$ cat config.mk
export PLATFORM = sky130hd
export DESIGN_NAME = cell_line_plotter
export DESIGN_NICKNAME = d
export VERILOG_FILES = /design/src/rtl/cellplot_pkg.sv /design/src/rtl/cp_setup.sv /design/src/rtl/cp_err.sv /design/src/rtl/cp_stepper.sv /design/src/rtl/cell_line_plotter.sv
export SDC_FILE = /design/constraint.sdc
export NUM_CORES = 1
export LEC_CHECK = 0
export BUFFER_PORTS_ARGS = -buffer_cell sky130_fd_sc_hd__buf_2
export CAP_MARGIN = 20
export CORE_MARGIN = 5
export CORE_UTILIZATION = 55
export DETAILED_ROUTE_END_ITERATION = 8
export GPL_TIMING_DRIVEN = 0
export PLACE_DENSITY = 0.82
export SYNTH_ARGS = -nofsm -noshare
export SYNTH_HDL_FRONTEND = slang
export SYNTH_HIERARCHICAL = 1
export SYNTH_SLANG_ARGS = --single-unit
$ cat constraint.sdc
create_clock -name clk -period 14.1 [get_ports clk]
set_input_delay 1.41 -clock clk [delete_from_list [all_inputs] [get_ports clk]]
set_output_delay 1.41 -clock clk [all_outputs]
set_load 0.005 [all_outputs]
$ cat src/rtl/cellplot_pkg.sv
package cellplot_pkg;

  localparam int PEN_OFS_W      = 32;
  localparam int PIX_PER_BYTE   = 8;
  localparam int CELL_ROW_BYTES = 320;
  localparam int CELL_ROW_SKIP  = CELL_ROW_BYTES - PIX_PER_BYTE;

  typedef enum logic [1:0] {
    DIR_RIGHT = 2'd0,
    DIR_LEFT  = 2'd1,
    DIR_DOWN  = 2'd2,
    DIR_UP    = 2'd3
  } step_dir_e;

  typedef struct packed {
    logic [PIX_PER_BYTE-1:0] mask;
    logic [PEN_OFS_W-1:0]    ofs;
  } pen_t;

  // Mask for the first pixel: bit 7 is the leftmost pixel of a byte.
  function automatic logic [PIX_PER_BYTE-1:0] first_mask(input logic [2:0] xlo);
    return 8'h80 >> xlo;
  endfunction

  // Byte offset of pixel (x,y) in the cell-ordered layout.
  function automatic logic [PEN_OFS_W-1:0] first_offset(input logic [PEN_OFS_W-1:0] x,
                                                       input logic [PEN_OFS_W-1:0] y);
    logic [PEN_OFS_W-1:0] cell_row;
    cell_row = y >> 3;
    return cell_row * PEN_OFS_W'(CELL_ROW_BYTES) + {29'd0, y[2:0]} + {x[PEN_OFS_W-1:3], 3'b000};
  endfunction

  function automatic pen_t step_pen(input pen_t p, input step_dir_e d);
    pen_t n;
    n = p;
    case (d)
      DIR_RIGHT: begin
        n.mask = {p.mask[0], p.mask[PIX_PER_BYTE-1:1]};
        if (p.mask[0]) n.ofs = p.ofs + PEN_OFS_W'(PIX_PER_BYTE);
      end
      DIR_LEFT: begin
        n.mask = {p.mask[PIX_PER_BYTE-2:0], p.mask[PIX_PER_BYTE-1]};
        if (p.mask[PIX_PER_BYTE-1]) n.ofs = p.ofs - PEN_OFS_W'(PIX_PER_BYTE);
      end
      DIR_DOWN: begin
        n.ofs = p.ofs + 1'b1;
        if (n.ofs[2:0] == 3'd0) n.ofs = n.ofs + PEN_OFS_W'(CELL_ROW_SKIP);
      end
      default: begin
        if (p.ofs[2:0] == 3'd0) n.ofs = p.ofs - PEN_OFS_W'(CELL_ROW_SKIP);
        n.ofs = n.ofs - 1'b1;
      end
    endcase
    return n;
  endfunction

endpackage

$ cat src/rtl/cp_setup.sv
module cp_setup
  import cellplot_pkg::*;
#(
  parameter int COORD_W = 16,
  localparam int ERR_W  = COORD_W + 3
) (
  input  logic [COORD_W-1:0]      x0,
  input  logic [COORD_W-1:0]      y0,
  input  logic [COORD_W-1:0]      x1,
  input  logic [COORD_W-1:0]      y1,
  output pen_t                    pen0,
  output step_dir_e               major_dir,
  output step_dir_e               minor_dir,
  output logic [COORD_W-1:0]      major_len,
  output logic [COORD_W-1:0]      minor_len,
  output logic signed [ERR_W-1:0] err0
);

  logic signed [COORD_W:0] dx_s, dy_s;
  logic [COORD_W-1:0]      adx, ady;
  logic                    x_is_major;
  step_dir_e               xdir, ydir;

  assign dx_s = $signed({1'b0, x1}) - $signed({1'b0, x0});
  assign dy_s = $signed({1'b0, y1}) - $signed({1'b0, y0});
  assign adx  = dx_s[COORD_W] ? COORD_W'(-dx_s) : dx_s[COORD_W-1:0];
  assign ady  = dy_s[COORD_W] ? COORD_W'(-dy_s) : dy_s[COORD_W-1:0];
  assign xdir = dx_s[COORD_W] ? DIR_LEFT : DIR_RIGHT;
  assign ydir = dy_s[COORD_W] ? DIR_UP   : DIR_DOWN;

  // Strict compare: equal lengths go to the vertical axis.
  assign x_is_major = adx > ady;
  assign major_len  = x_is_major ? adx  : ady;
  assign minor_len  = x_is_major ? ady  : adx;
  assign major_dir  = x_is_major ? xdir : ydir;
  assign minor_dir  = x_is_major ? ydir : xdir;

  assign err0 = $signed({3'b000, major_len}) - $signed({3'b000, minor_len});

  assign pen0.mask = first_mask(x0[2:0]);
  assign pen0.ofs  = first_offset(PEN_OFS_W'(x0), PEN_OFS_W'(y0));

endmodule

$ cat src/rtl/cp_err.sv
module cp_err #(
  parameter int COORD_W = 16,
  localparam int ERR_W  = COORD_W + 3
) (
  input  logic signed [ERR_W-1:0] err_q,
  input  logic [COORD_W-1:0]      major_len,
  input  logic [COORD_W-1:0]      minor_len,
  output logic signed [ERR_W-1:0] err_d,
  output logic                    take_minor
);

  logic signed [ERR_W-1:0] twice_minor, twice_major, after_major;

  assign twice_minor = $signed({2'b00, minor_len, 1'b0});
  assign twice_major = $signed({2'b00, major_len, 1'b0});
  assign after_major = err_q - twice_minor;
  assign take_minor  = after_major < 0;
  assign err_d       = take_minor ? after_major + twice_major : after_major;

endmodule

$ cat src/rtl/cp_stepper.sv
module cp_stepper
  import cellplot_pkg::*;
#(
  parameter int N_STAGES = 2
) (
  input  pen_t      pen_q,
  input  step_dir_e major_dir,
  input  step_dir_e minor_dir,
  input  logic      take_minor,
  output pen_t      pen_d
);

  pen_t      chain   [N_STAGES+1];
  step_dir_e dir_sel [N_STAGES];
  logic      en_sel  [N_STAGES];

  assign chain[0]   = pen_q;
  assign dir_sel[0] = major_dir;
  assign en_sel[0]  = 1'b1;
  assign dir_sel[1] = minor_dir;
  assign en_sel[1]  = take_minor;

  // Major step first, then the optional minor step on its result.
  for (genvar g = 0; g < N_STAGES; g++) begin : g_stage
    assign chain[g+1] = en_sel[g] ? step_pen(chain[g], dir_sel[g]) : chain[g];
  end

  assign pen_d = chain[N_STAGES];

endmodule

$ cat src/rtl/cell_line_plotter.sv
module cell_line_plotter
  import cellplot_pkg::*;
#(
  parameter int COORD_W = 16,
  parameter int ADDR_W  = 16,
  localparam int ERR_W  = COORD_W + 3
) (
  input  logic               clk,
  input  logic               rst_n,
  input  logic               start,
  input  logic [COORD_W-1:0] x0,
  input  logic [COORD_W-1:0] y0,
  input  logic [COORD_W-1:0] x1,
  input  logic [COORD_W-1:0] y1,
  input  logic [ADDR_W-1:0]  base_addr,
  output logic               busy,
  output logic               done,
  output logic [ADDR_W-1:0]  mem_addr,
  output logic               mem_rd_en,
  input  logic [7:0]         mem_rdata,
  output logic               mem_wr_en,
  output logic [7:0]         mem_wdata
);

  typedef enum logic [1:0] {ST_IDLE, ST_READ, ST_WRITE, ST_FIN} phase_e;

  phase_e                  phase_q;
  pen_t                    pen_q, pen_d, pen0;
  step_dir_e               major_dir_q, minor_dir_q, major_dir0, minor_dir0;
  logic [COORD_W-1:0]      major_q, minor_q, major0, minor0, left_q;
  logic signed [ERR_W-1:0] err_q, err_d, err0;

  // Internal events brought out by name for the checker.
  logic       accept;
  logic       take_minor;
  logic       last_pixel;
  logic [7:0] plot_mask;

  cp_setup #(.COORD_W(COORD_W)) setup_i (
    .x0(x0), .y0(y0), .x1(x1), .y1(y1),
    .pen0(pen0), .major_dir(major_dir0), .minor_dir(minor_dir0),
    .major_len(major0), .minor_len(minor0), .err0(err0)
  );

  cp_err #(.COORD_W(COORD_W)) err_i (
    .err_q(err_q), .major_len(major_q), .minor_len(minor_q),
    .err_d(err_d), .take_minor(take_minor)
  );

  cp_stepper #(.N_STAGES(2)) step_i (
    .pen_q(pen_q), .major_dir(major_dir_q), .minor_dir(minor_dir_q),
    .take_minor(take_minor), .pen_d(pen_d)
  );

  assign accept     = (phase_q == ST_IDLE) && start;
  assign last_pixel = (left_q == COORD_W'(1));
  assign plot_mask  = pen_q.mask;

  always_ff @(posedge clk or negedge rst_n) begin
    if (!rst_n) begin
      phase_q     <= ST_IDLE;
      pen_q       <= '0;
      major_dir_q <= DIR_RIGHT;
      minor_dir_q <= DIR_DOWN;
      major_q     <= '0;
      minor_q     <= '0;
      left_q      <= '0;
      err_q       <= '0;
    end else begin
      case (phase_q)
        ST_IDLE: if (accept) begin
          pen_q       <= pen0;
          major_dir_q <= major_dir0;
          minor_dir_q <= minor_dir0;
          major_q     <= major0;
          minor_q     <= minor0;
          left_q      <= major0;
          err_q       <= err0;
          phase_q     <= (major0 == '0) ? ST_FIN : ST_READ;
        end
        ST_READ:  phase_q <= ST_WRITE;
        ST_WRITE: begin
          pen_q   <= pen_d;
          err_q   <= err_d;
          left_q  <= left_q - 1'b1;
          phase_q <= last_pixel ? ST_FIN : ST_READ;
        end
        default:  phase_q <= ST_IDLE;
      endcase
    end
  end

  assign busy      = (phase_q == ST_READ) || (phase_q == ST_WRITE);
  assign done      = (phase_q == ST_FIN);
  assign mem_rd_en = (phase_q == ST_READ);
  assign mem_wr_en = (phase_q == ST_WRITE);
  assign mem_addr  = base_addr + ADDR_W'(pen_q.ofs);
  assign mem_wdata = mem_rdata | pen_q.mask;

endmodule

* Yosys cells after proc, flatten, opt, wreduce, memory -nomap -nowiden
Cells that the tools add are included.
** Storage, ports and cells
- Logic and storage cells :: 95
- Input port bits :: 91
- Register bits after elaboration :: 113
** Cells by class
- Reductions and logical operators :: 15
- Order comparisons :: 2
- $add $sub $neg :: 23
- Multipliers :: 1
- Bitwise gates (word level) :: 1
- Multiplexer cells :: 34
- Shift-type cells :: 1
- Eq/ne operators :: 9
** Operator list (number)
- $mux 32 :: 10
- $pmux 32 s3 :: 2
- $mux 16 :: 5
- $mux 40 :: 2
- $pmux 40 s2 :: 1
- $add 32x1->32 const B :: 2
- $add 32x4->32 const B :: 2
- $add 32x9->32 const B :: 2
- $sub 32x1->32 const B :: 2
- $sub 32x4->32 const B :: 2
- $sub 32x9->32 const B :: 2
- $sub 16x16->17 :: 3
- $mux 19 :: 2
- $pmux 19 s2 :: 1
- $add 32x16->32 :: 1
- $add 32x3->32 :: 1
- $neg 16->16 :: 2
- $pmux 16 s2 :: 1
- $pmux 8 s2 :: 2
- $add 19x18->19 :: 1
- $lt 19x1->1 const B :: 1
- $sub 19x18->19 :: 1
- $add 16x16->16 :: 1
- $eq 16x1->1 const B :: 1
- 19 further kinds :: 36

* Logic depth before layout (Yosys ltp)
- Word-level depth :: 12
- Depth in mapped cells :: 36

* Hierarchy
Netlist, hierarchy kept.
** By module, submodules not included
- cp_stepper :: sequential area each 0.0 sq um, cells an instance 1617, area an instance 10311.1 sq um, times used 1
- cell_line_plotter :: sequential area each 2829.0 sq um, cells an instance 561, area an instance 5878.1 sq um, times used 1
- cp_setup :: sequential area each 0.0 sq um, cells an instance 826, area an instance 5631.7 sq um, times used 1
- cp_err :: sequential area each 0.0 sq um, cells an instance 275, area an instance 1899.3 sq um, times used 1

* Worst setup path before layout
Ideal clock, no wire load.
- Path kind :: input to register
- Start :: input port x1[0]
- End :: register err_q[14]
- Required time :: 13.967 ns
- Slack :: 6.463 ns
- Data arrival time :: 7.504 ns
- Stages on the path :: 35
- Path through :: inv_1 > ha_1 > inv_1 > fa_1 > a21oi_1 > nor2_1 > o31ai_1 > a21oi_1 > nor2_2 > clkbuf_1 > o21ai_0 > ha_1 > nor2b_1 > o21a_1 > o21a_1 > o21a_1 > o21a_1 > o21ai_0 > a21oi_1 > o21ai_0 > o2111ai_1 > a41o_1 > o21ai_4 > inv_2 > or3_1 > and2_1 > ha_1 > o31ai_1 > a21oi_1 > nor4b_1 > nand2b_1 > o221ai_1 > xnor2_1 > mux2i_1 > o21ai_0
** Between the ends
- Longest elaborated chain between the ends :: 8
- Elaborated cells on any way between the ends :: 9
** Ends and longest elaborated chain
- start, declared :: RTL line cell_line_plotter.sv:13 : input logic [COORD_W-1:0] x1,
- $sub 16x16->17 * :: RTL line cp_setup.sv:24 : assign dx_s = $signed({1'b0, x1}) - $signed({1'b0, x0});
- $neg 16->16 :: RTL line cp_setup.sv:26 : assign adx = dx_s[COORD_W] ? COORD_W'(-dx_s) : dx_s[COORD_W-1:0];
- $mux 16 * :: RTL line cp_setup.sv:26
- $gt 16x16->1 :: RTL line cp_setup.sv:32 : assign x_is_major = adx > ady;
- $mux 16, on equally long branches :: RTL line cp_setup.sv:33, cp_setup.sv:34
- $sub 16x16->17 * :: RTL line cp_setup.sv:38 : assign err0 = $signed({3'b000, major_len}) - $signed({3'b000, minor_len});
- via err0[14] :: RTL line cell_line_plotter.sv:31 : logic signed [ERR_W-1:0] err_q, err_d, err0;
- $mux 19 * :: RTL line cell_line_plotter.sv:71 : ST_IDLE: if (accept) begin
- $pmux 19 s2 * :: RTL line cell_line_plotter.sv:70 : case (phase_q)
- end signal, assigned :: RTL line cell_line_plotter.sv:78 : err_q <= err0;
- end signal, assigned :: RTL line cell_line_plotter.sv:84 : err_q <= err_d;
- end, declared :: RTL line cell_line_plotter.sv:31
Mark *: on every way through the listed nets, which the timed path passes. The rest lies on a longest branch. The select of a mux whose other input is x is not followed.
A chain may end at the register's enable or synchronous reset.

* Final worst setup path
- Start :: input port x0[0]
- End :: register phase_q[1]
** Between the ends
- Longest elaborated chain between the ends :: 9
** Ends and longest elaborated chain
- start, declared :: RTL line cell_line_plotter.sv:11 : input logic [COORD_W-1:0] x0,
- $sub 16x16->17 * :: RTL line cp_setup.sv:24
- $neg 16->16 :: RTL line cp_setup.sv:26
- $mux 16 * :: RTL line cp_setup.sv:26
- $gt 16x16->1 :: RTL line cp_setup.sv:32
- $mux 16 * :: RTL line cp_setup.sv:33 : assign major_len = x_is_major ? adx : ady;
- via major0[7] :: RTL line cell_line_plotter.sv:30 : logic [COORD_W-1:0] major_q, minor_q, major0, minor0, left_q;
- $logic_not 16->1 * :: RTL line cell_line_plotter.sv:79 : phase_q <= (major0 == '0) ? ST_FIN : ST_READ;
- $mux 2 * :: RTL line cell_line_plotter.sv:79
- $mux 2 * :: RTL line cell_line_plotter.sv:71
- $pmux 2 s3 * :: RTL line cell_line_plotter.sv:70
- end signal, assigned :: RTL line cell_line_plotter.sv:79
- end signal, assigned :: RTL line cell_line_plotter.sv:86 : phase_q <= last_pixel ? ST_FIN : ST_READ;
- end, declared :: RTL line cell_line_plotter.sv:27 : phase_e phase_q;
Marks and branches as above.

==> impl_summary.txt <==
----------------------------------------------------
[Run status]
  Result of the run ... complete, no violations

[Setup path]
  Kind of start point of the critical path ... input pin
  Launch point of the worst reg-to-reg path ... pen_q[1]
  Data required time of the critical path ... approximately 14000 ps
  Crit end category ... flop
  Stage delay of the slowest cell on the critical path ... approximately 520 ps
  Flop2flop setup slack ... just under 7000 ps
  Register-to-Register Path Depth ... 24
  Arrival time worst endpoint ... a little over 10000 ps
  Type of the setup path with the least slack ... input pin to flop
  Slowest cell on the critical path ... clkbuf_1
  Critical-path maximum fanout ... 10
  Endpoint of the most critical register-to-register path ... pen_q[15]

[Power]
  Combinational share of power ... approximately four fifths
  P per Cell Area ... 187 nW/um^2
  Leak Pwr ... just over 8 nW
  Switching Fraction ... 57.5%
  Reported net switching power ... about 2.0 mW
  Max IR drop VDD ... 0.000119 V
  Relative contribution of the clock network to total power ... under 10%
  Fraction of power consumed by sequential logic ... 11.9%
  Internal power ... around 1.5 mW

[Placed design]
  Final estimated routing congestion in global placement ... 0.994
  Number of I/O port buffers ... around 120
  Detailed Place HPWL ... roughly 51 mm

[STA]
  Final min period ... 9840 ps
  Finish-stage setup viols ... 0
  Final-report hold violation count ... 0
  Max Clock Freq ... 102 MHz
  Setup tns final ... 0 ps
  Fin. max-slew vios ... 0
  Final Cycle Share ... 69.8%
  Worst-margin pin slew ... approximately 1100 ps
  Worst setup skew after layout ... ~24 ps
  Relative slew slack ... ~29%
  Unrepaired setup endpoints after global routing ... no

[Worst hold path]
  Worst hold path type ... flop to flop
  Min-delay src ... err_q[12]
  Number of cells traversed by the worst hold path ... 2
  Worst hold endpoint ... err_q[12]

[Floorplanning]
  Core region area ... 31400 sq um
  X dimension of the die ... around 190 um
  Die H ... roughly 190 um
  Die area ... approximately 35000 sq um
  Num rows ... 65
  Num ports ... about 120
  Effective utilization at floorplan ... 55.4%

[Clocking]
  Reg clk slew, reported paths ... about 90 ps
  Clock sink count ... 96
  Maximum number of buffers from clock root to sink ... 2
  TritonCTS clock tree ... done
  Level count of the clock H-tree ... 3
  Number of resized instances in the post-cts repair step ... 0
  Setup fix buffers added after clock tree synthesis ... 0
  Num CTS Buffers ... 9
  Clock network latency to the later pin of the worst-skew pair ... 370 ps
  Number of hold buffers added after CTS ... 0
  Buffer cell driving the clock tree root ... clkbuf_16

[Finish]
  Net count, final ... about 2700
  Layout filler cell count ... around 3000
  Synthesis-to-finish area growth ... 8.27%
  Post-layout utilization of the core ... roughly 60%
  Fraction of layout cells with a size suffix above 1 ... about an eighth

[Drt]
  Wire length on met1 ... around 26 mm
  Overall routed net length ... around 63 mm
  Detail Route met3 WL ... 5.53 mm
  Top layer in use ... met5
  Drt via density ... approximately 6.6
  DR iter-0 viols ... about 1700
  Antenna-violating nets left ... 0
  Overall via count from detail_route ... around 19000
  Routed WL per cell ... approximately 22 um
  DR WL met2 ... about 29 mm
  First-pass detailed-route iteration total ... 8
  Remaining design rule violation count ... 0

[GRT]
  Antenna violations before repair ... 2
  Maximum number of pins on one net before global-route repair ... 55
  Number of global-route vias before repair ... approximately 18000
  Final global-route overflow total ... 0
  Overall routing resource usage ... about a third
  Global-route wire length before repair ... just under 100 mm

[Yosys]
  Count of synthesis-stage warnings from yosys ... 6
  Synthesized netlist net count ... 2598
  Average footprint of a synthesized cell ... 7.36 sq um
  Post-synthesis cell count ... 2361
  Post-synth design cell area ... roughly 17000 sq um

[Run]
  Max-cap viol count ... 0

----------------------------------------------------
state kept, by name, summed over array words and instances, names as in the netlist:
name	flops
err_q	18
left_q	16
major_q	16
minor_q	16
pen_q	16
plot_mask	8
major_dir_q	2
minor_dir_q	2
phase_q	2
how the worst max path moves through the flow:
stage | to | start | slack (ps)
finish | phase_q[1] | x0[0] | 4260
CTS | phase_q[1] | x0[0] | 4550
global route | phase_q[1] | x0[0] | 3820
floorplan | err_q[14] | x1[0] | 6460
detailed placement | phase_q[1] | x0[0] | 4200
global placement | phase_q[1] | x0[0] | 4360
metrics by stage:
stage	power [mW]	area (sq um)	std cells	setup WS, ps	hold WS, ps
after floorplan	2.37	17400	2361	6460	450
after global placement	3.11	18500	2881	4360	470
after detailed placement	3.16	18500	2882	4200	484
after CTS	3.44	18800	2898	4550	499
after global routing	3.76	18800	2899	3820	518
final	3.53	18800	2900	4260	499
layer usage:
metal  track usage, %  up-vias
met5                0        -
met4             12.6        2
met3             4.84      161
met2             56.4      995
met1             44.9     9002
li1                 -     8858
worst max-delay path, delay by kind of cell:
family	cells	cell delay (ps)
compound gates	16	3730
buf+inv	6	2180
simple gates	7	1570
fa+ha+maj	3	1210
cells in the final DEF, fill, tap and decap left out, types with 22 or more instances in the layout:
master and count:
o21a_1 24, a31oi_1 23, or3_1 23, nand2_1 221, nand3_1 80, and3_1 26
mux2i_1 83, nor2_1 161, xnor2_1 141, ha_1 139, o211ai_1 22, nand4_1 36
buf_2 151, clkbuf_1 93, and2_1 27, xor2_1 73, o21ai_0 164, nor3_1 52
a21o_1 47, o22ai_1 27, a21oi_1 176, buf_1 22, dfrtp_1 95, mux2_2 44
inv_1 120
power by group through the flow:
stage / clock network, mW / logic [mW] / registers, mW
2_1_floorplan: 0 / 1.98 / 0.392
3_3_place_gp: 0 / 2.69 / 0.419
3_5_place_dp: 0 / 2.74 / 0.423
4_1_cts: 0.269 / 2.76 / 0.417
5_1_grt: 0.282 / 3.05 / 0.428
6_report: 0.264 / 2.84 / 0.420
final cells by class:
| cell class | instances | area [sq um] | share of cell area, % |
|---|---|---|---|
| plain buffers | 167 | 762 | 4.05 |
| flip-flops and latches | 96 | 2400 | 12.8 |
| clock buffers | 9 | 225 | 1.20 |
| clock inverters | 7 | 81.3 | 0.432 |
| inverters | 123 | 462 | 2.45 |
| repair buffers | 120 | 626 | 3.32 |
| multi-input cells | 1975 | 13800 | 73.1 |
| well taps | 402 | 503 | 2.67 |
| diodes | 1 | 2.50 | 0.0133 |
(Power assumes the default switching activity.)
